`src/rtl/pfir3_pkg.sv`:
```
package pfir3_pkg;
  localparam int NUM_PHASE = 3;
  localparam int NUM_SUB   = 6;

  // sub-filter slots: single phases, pair sums, triple sum
  typedef enum int {
    SUB_A   = 0,
    SUB_B   = 1,
    SUB_C   = 2,
    SUB_AB  = 3,
    SUB_BC  = 4,
    SUB_ABC = 5
  } sub_slot_e;
endpackage

```
`src/rtl/pfir3_presum.sv`:
```
module pfir3_presum
  import pfir3_pkg::*;
#(
  parameter int DATA_W = 8,
  localparam int IW = DATA_W + 2
) (
  input  logic signed [DATA_W-1:0] ph_i [NUM_PHASE],
  output logic signed [IW-1:0]     sub_in_o [NUM_SUB]
);
  logic signed [IW-1:0] a_w, b_w, c_w, ab_w;

  assign a_w  = IW'(ph_i[0]);
  assign b_w  = IW'(ph_i[1]);
  assign c_w  = IW'(ph_i[2]);
  assign ab_w = a_w + b_w;

  always_comb begin
    sub_in_o[SUB_A]   = a_w;
    sub_in_o[SUB_B]   = b_w;
    sub_in_o[SUB_C]   = c_w;
    sub_in_o[SUB_AB]  = ab_w;
    sub_in_o[SUB_BC]  = b_w + c_w;
    sub_in_o[SUB_ABC] = ab_w + c_w;
  end
endmodule

```
`src/rtl/pfir3_subfir.sv`:
```
module pfir3_subfir #(
  parameter int IW  = 10,
  parameter int CW  = 10,
  parameter int LEN = 3,
  parameter int AW  = 26
) (
  input  logic                 clk,
  input  logic                 rst_n,
  input  logic                 en,
  input  logic signed [IW-1:0] x_i,
  input  logic signed [CW-1:0] coef_i [LEN],
  output logic signed [AW-1:0] y_o
);
  localparam int PW = IW + CW;

  logic signed [IW-1:0] hist [LEN-1];
  logic signed [IW-1:0] tap  [LEN];

  always_ff @(posedge clk or negedge rst_n) begin
    if (!rst_n) begin
      for (int j = 0; j < LEN - 1; j++) hist[j] <= '0;
    end else if (en) begin
      hist[0] <= x_i;
      for (int j = 1; j < LEN - 1; j++) hist[j] <= hist[j-1];
    end
  end

  always_comb begin
    tap[0] = x_i;
    for (int j = 1; j < LEN; j++) tap[j] = hist[j-1];
  end

  always_comb begin
    logic signed [PW-1:0] prod;
    y_o = '0;
    for (int j = 0; j < LEN; j++) begin
      prod = tap[j] * coef_i[j];
      y_o  = y_o + AW'(prod);
    end
  end
endmodule

```
`src/rtl/pfir3_post.sv`:
```
module pfir3_post
  import pfir3_pkg::*;
#(
  parameter int AW    = 26,
  parameter int OUT_W = 20
) (
  input  logic                    clk,
  input  logic                    rst_n,
  input  logic                    en,
  input  logic signed [AW-1:0]    p_i [NUM_SUB],
  output logic signed [OUT_W-1:0] y_o [NUM_PHASE]
);
  logic signed [AW-1:0] dly_c, dly_bc;
  logic signed [AW-1:0] ab_x, bc_x, lo_x;
  logic signed [AW-1:0] y0_w, y1_w, y2_w;

  // cross terms with the shared middle product removed
  assign ab_x = p_i[SUB_AB] - p_i[SUB_B];
  assign bc_x = p_i[SUB_BC] - p_i[SUB_B];
  assign lo_x = p_i[SUB_A]  - dly_c;

  assign y0_w = lo_x + dly_bc;
  assign y1_w = ab_x - lo_x;
  assign y2_w = p_i[SUB_ABC] - ab_x - bc_x;

  always_ff @(posedge clk or negedge rst_n) begin
    if (!rst_n) begin
      dly_c  <= '0;
      dly_bc <= '0;
    end else if (en) begin
      dly_c  <= p_i[SUB_C];
      dly_bc <= bc_x;
    end
  end

  assign y_o[0] = y0_w[OUT_W-1:0];
  assign y_o[1] = y1_w[OUT_W-1:0];
  assign y_o[2] = y2_w[OUT_W-1:0];

  AST_NO_OVERFLOW: assert property (@(posedge clk) disable iff (!rst_n)
    en |-> (y0_w == AW'(y_o[0])) && (y1_w == AW'(y_o[1])) && (y2_w == AW'(y_o[2])))
    else $error("output exceeds OUT_W");
endmodule

```
`src/rtl/pfir3_fast.sv`:
```
module pfir3_fast
  import pfir3_pkg::*;
#(
  parameter int DATA_W = 8,
  parameter int COEF_W = 8,
  parameter int TAPS   = 9,
  parameter logic [TAPS*COEF_W-1:0] COEFS = 72'h05_F7_40_FF_19_80_0C_F9_03,
  localparam int OUT_W = DATA_W + COEF_W + $clog2(TAPS)
) (
  input  logic                   clk,
  input  logic                   rst_n,
  input  logic                   s_valid,
  output logic                   s_ready,
  input  logic [3*DATA_W-1:0]    s_data,
  output logic                   m_valid,
  input  logic                   m_ready,
  output logic [3*OUT_W-1:0]     m_data
);
  localparam int SUB_LEN = TAPS / NUM_PHASE;
  localparam int IW      = DATA_W + 2;
  localparam int CW      = COEF_W + 2;
  localparam int AW      = IW + CW + $clog2(SUB_LEN) + 2;

  logic                     take;
  logic signed [DATA_W-1:0] ph_w     [NUM_PHASE];
  logic signed [IW-1:0]     sub_in_w [NUM_SUB];
  logic signed [CW-1:0]     cf_w     [NUM_SUB][SUB_LEN];
  logic signed [AW-1:0]     sub_out_w[NUM_SUB];
  logic signed [OUT_W-1:0]  y_w      [NUM_PHASE];

  assign s_ready = !m_valid || m_ready;
  assign take    = s_valid && s_ready;

  always_comb begin
    for (int p = 0; p < NUM_PHASE; p++) ph_w[p] = s_data[p*DATA_W +: DATA_W];
  end

  // coefficient sets per sub-filter, folded to constants
  always_comb begin
    logic signed [CW-1:0] ha, hb, hc;
    for (int j = 0; j < SUB_LEN; j++) begin
      ha = CW'($signed(COEFS[(3*j)*COEF_W   +: COEF_W]));
      hb = CW'($signed(COEFS[(3*j+1)*COEF_W +: COEF_W]));
      hc = CW'($signed(COEFS[(3*j+2)*COEF_W +: COEF_W]));
      cf_w[SUB_A][j]   = ha;
      cf_w[SUB_B][j]   = hb;
      cf_w[SUB_C][j]   = hc;
      cf_w[SUB_AB][j]  = ha + hb;
      cf_w[SUB_BC][j]  = hb + hc;
      cf_w[SUB_ABC][j] = ha + hb + hc;
    end
  end

  pfir3_presum #(.DATA_W(DATA_W)) u_presum (
    .ph_i     (ph_w),
    .sub_in_o (sub_in_w)
  );

  for (genvar s = 0; s < NUM_SUB; s++) begin : g_sub
    pfir3_subfir #(.IW(IW), .CW(CW), .LEN(SUB_LEN), .AW(AW)) u_sub (
      .clk    (clk),
      .rst_n  (rst_n),
      .en     (take),
      .x_i    (sub_in_w[s]),
      .coef_i (cf_w[s]),
      .y_o    (sub_out_w[s])
    );
  end

  pfir3_post #(.AW(AW), .OUT_W(OUT_W)) u_post (
    .clk   (clk),
    .rst_n (rst_n),
    .en    (take),
    .p_i   (sub_out_w),
    .y_o   (y_w)
  );

  always_ff @(posedge clk or negedge rst_n) begin
    if (!rst_n) begin
      m_valid <= 1'b0;
      m_data  <= '0;
    end else if (take) begin
      m_valid <= 1'b1;
      for (int p = 0; p < NUM_PHASE; p++) m_data[p*OUT_W +: OUT_W] <= y_w[p];
    end else if (m_ready) begin
      m_valid <= 1'b0;
    end
  end

  AST_ACCEPT_VALID: assert property (@(posedge clk) disable iff (!rst_n)
    (s_valid && s_ready) |=> m_valid)
    else $error("no output after accept");
  AST_HOLD_DATA: assert property (@(posedge clk) disable iff (!rst_n)
    (m_valid && !m_ready) |=> (m_valid && $stable(m_data)))
    else $error("output changed under back-pressure");
  AST_NO_TAKE_STALLED: assert property (@(posedge clk) disable iff (!rst_n)
    (m_valid && !m_ready) |-> !s_ready)
    else $error("ready while stalled");
  AST_DRAIN_EMPTY: assert property (@(posedge clk) disable iff (!rst_n)
    (m_valid && m_ready && !s_valid) |=> !m_valid)
    else $error("valid stuck after drain");
endmodule

```
`config.mk`:
```
export PLATFORM = sky130hd
export DESIGN_NAME = pfir3_fast
export DESIGN_NICKNAME = d
export VERILOG_FILES = /design/src/rtl/pfir3_pkg.sv /design/src/rtl/pfir3_presum.sv /design/src/rtl/pfir3_subfir.sv /design/src/rtl/pfir3_post.sv /design/src/rtl/pfir3_fast.sv
export SDC_FILE = /design/constraint.sdc
export NUM_CORES = 1
export LEC_CHECK = 0
export ABC_AREA = 0
export BUFFER_PORTS_ARGS = -buffer_cell sky130_fd_sc_hd__buf_4
export CAP_MARGIN = 30
export CORE_MARGIN = 2
export CORE_UTILIZATION = 65
export DETAILED_ROUTE_END_ITERATION = 6
export PLACE_DENSITY = 0.84
export SLEW_MARGIN = 20
export SYNTH_ARGS = -nofsm -noshare
export SYNTH_HDL_FRONTEND = slang
export SYNTH_SLANG_ARGS = --single-unit
```
`constraint.sdc`:
```
create_clock -name clk -period 16.9 [get_ports clk]
set_input_delay 0.845 -clock clk [delete_from_list [all_inputs] [get_ports clk]]
set_output_delay 0.845 -clock clk [all_outputs]
set_load 0.02 [all_outputs]
```
==> run_results.csv <==
group,metric,value,unit
timing,finClkSkew,0.0284,ns
placement,io_buffers,89,
timing,fin_crit_sh,0.781,
synthesis,synthTopCellsByArea,"fa_1, ha_1, dfrtp_1, inv_1, xnor2_1",
floorplanning,die-area,0.0455,mm2
floorplanning,die_x,213,um
global_routing,grt_max_degree,122,
setup_path,slowest_delay,0.56,ns
synthesis,syn_area_per_cell,9.34,um2
cells_and_area,drive_gt1_frac,0.0562,
global_routing,grt_pass1_vias,22297,
synthesis,ys_types,67,
run,max_cap_viol_count,0,
cells_and_area,fin_area,0.0308,mm2
global_routing,grt_overflow,0,
timing,tightest_slew,1.01,ns
timing,min_period,13.20,ns
global_routing,top_usage_layer,"met2",
floorplanning,die_y,213,um
synthesis,synth_seq_cells,205,
drt,vias,21369,
drt,via_per_inst,5.72,
setup_path,crit_slowest_cell,"fa_1",
clock_tree,cts_buffer_depth,3,
floorplanning,ios,90,
global_routing,antenna_found_initial,0,
placement,placed_cell_area,0.0298,mm2
setup_path,path_class,"reg2reg",
synthesis,yosys_warnings,0,
cells_and_area,nets,3980,
clock_tree,cts_setup_buffers,0,
clock_tree,ctsHoldBuffers,0,
synthesis,yosysSeqAreaShare,0.180,
timing,tns,0,ns
clock_tree,cts_made_buffers,28,
synthesis,async_reset_ff_frac,1.00,
clock_tree,cts_max_level,1,
setup_path,rrSetupSlack,3.70,ns
setup_path,worst_ep_arrival_time,13.74,ns
timing,maxSlewHeadroom,0.323,
floorplanning,core,0.0432,mm2
global_routing,met3_usage,0.0452,
cells_and_area,n_antenna_cell,0,
global_routing,grt_first_pass_wirelength,115000,um
drt,postRouteAntennaNets,0,
clock_tree,clockRootBuffer,"clkbuf_16",
timing,rsz0062_at_grt,"no",
setup_path,critPathTopFamily,"adder cells",
setup_path,crit_required,17.44,ns
synthesis,synth.cell_area,0.0285,mm2
timing,worst_slack,3.70,ns
timing,finalMaxSlewViolations,0,
clock_tree,cts.clk_slew.worst_paths,0.06,ns
setup_path,worstSetupStartpointType,"register",
synthesis,synth_cells,3050,
timing,hold_violations,0,
worst_hold_path,min_path_type,"in2async",
clock_tree,clk_latency,0.61,ns
cells_and_area,fillCellCount,3146,
clock_tree,cts_tree,"done",
placement,gp_congestion,0.949,
synthesis,synth_top_area_share,0.240,
timing,setup_viol,0,
run_status,status,"complete, no violations",
floorplanning,start_util,0.660,
placement,hpwl,59100,um
placement,pre_cts_slack,3.40,ns
synthesis,synth_nets,3899,
timing,fmax,0.0758,GHz
global_routing,grt.total_usage,0.326,
clock_tree,cts_resized,0,
synthesis,synth_ff_type,"dfrtp_1",
clock_tree,cts_num_sinks,205,
synthesis,synth_top_area_cell,"fa_1",
setup_path,crit_buf_inv,9,
drt,wire_per_inst,19.1,um
drt,drtPass1Iterations,5,
cells_and_area,area_growth,8.25,%
cells_and_area,final_common_cell,"inv_1",
setup_path,end_kind,"register",
synthesis,synth_edf_count,0,
drt,dr.first_iter.drc_count,1551,
setup_path,cpMostUsedCell,"fa_1",
cells_and_area,final_cell_mix,"inv_1, ha_1, fa_1, nand2_1, o21ai_0",
global_routing,gr-usage-met2,0.546,
setup_path,crit_fanout,5,
drt,totalWireLength,71500,um
global_routing,met1_usage,0.425,
drt,drc_errors,0,
floorplanning,fp-row-count,76,
worst paths after layout:
check | from | to | cells past startpoint
setup / recovery | g_sub[1].u_sub.hist[1] | m_data[59] | 46
hold / removal | rst_n | g_sub[0].u_sub.hist[0] | 1
setup reg to reg | g_sub[1].u_sub.hist[1] | m_data[59] | 46
hold reg to reg | m_data[46] | m_data[46] | 2
max in group asynchronous | rst_n | g_sub[4].u_sub.hist[15] | 3
min in group clk | m_data[46] | m_data[46] | 2
cells in the mapped netlist, drive strengths merged, types with 14 or more instances:
cell type,instances
dfrtp,205
o21ai,227
ha,479
xnor2,153
clkbuf,36
nor3,28
fa,342
o21a,25
nand2,290
nand2b,20
or3,16
nand3,21
xor2,72
inv,653
a21oi,122
a21o,46
nor2,87
buf,16
o31ai,14
nor2b,20
o21bai,33
metrics by stage:
stage | hold WS, ns | std cells | util
2_1_floorplan | 0.450 | 3050 | -
5_1_grt | 0.291 | 3737 | 0.714
3_5_place_dp | 0.468 | 3684 | 0.690
3_3_place_gp | 0.462 | 3683 | 0.689
4_1_cts | 0.256 | 3735 | 0.713
6_report | 0.206 | 3737 | 0.714
worst register-to-register path, delay by kind of cell, from the launching register on:
| family | cells | cell delay [ns] |
|---|---|---|
| fa+ha+maj | 19 | 8.46 |
| compound gates | 10 | 2.37 |
| simple gates | 5 | 0.73 |
| xor+xnor | 3 | 0.72 |
| buf+inv | 9 | 0.46 |
| flops | 1 | 0.43 |
final cells by class:
type	count	area [um2]	share of cell area
clock buffers	40	826	0.0268
multi-input cells	2140	20700	0.671
repair buffers	103	826	0.0268
clock inverters	11	188	0.00609
well taps	585	732	0.0237
flip-flops and latches	205	5130	0.166
inverters	653	2450	0.0795
logic make-up (layout without fill, tap and decap cells):
family / after synthesis / after routing / synth area share
xor+xnor: 227 / 227 / 0.0708
flops: 205 / 205 / 0.180
mux: 16 / 16 / 0.00593
compound gates: 546 / 546 / 0.116
buf+inv: 705 / 807 / 0.0941
simple gates: 529 / 529 / 0.0818
fa+ha+maj: 822 / 822 / 0.451
routing by layer:
layer	vias up	wire, um
li1	9967	-
met1	10539	29400
met2	683	34200
met3	178	4350
met4	2	3550
met5	-	58
registers in the layout, summed over array words and instances (netlist names):
name / cells
g_sub.u_sub.hist: 104
m_data: 60
u_post.dly_bc: 20
u_post.dly_c: 20
m_valid: 1
Power is left out: the tool's default activity adds up to more than one toggle a clock period on the data nets, which glitch-free logic cannot reach.
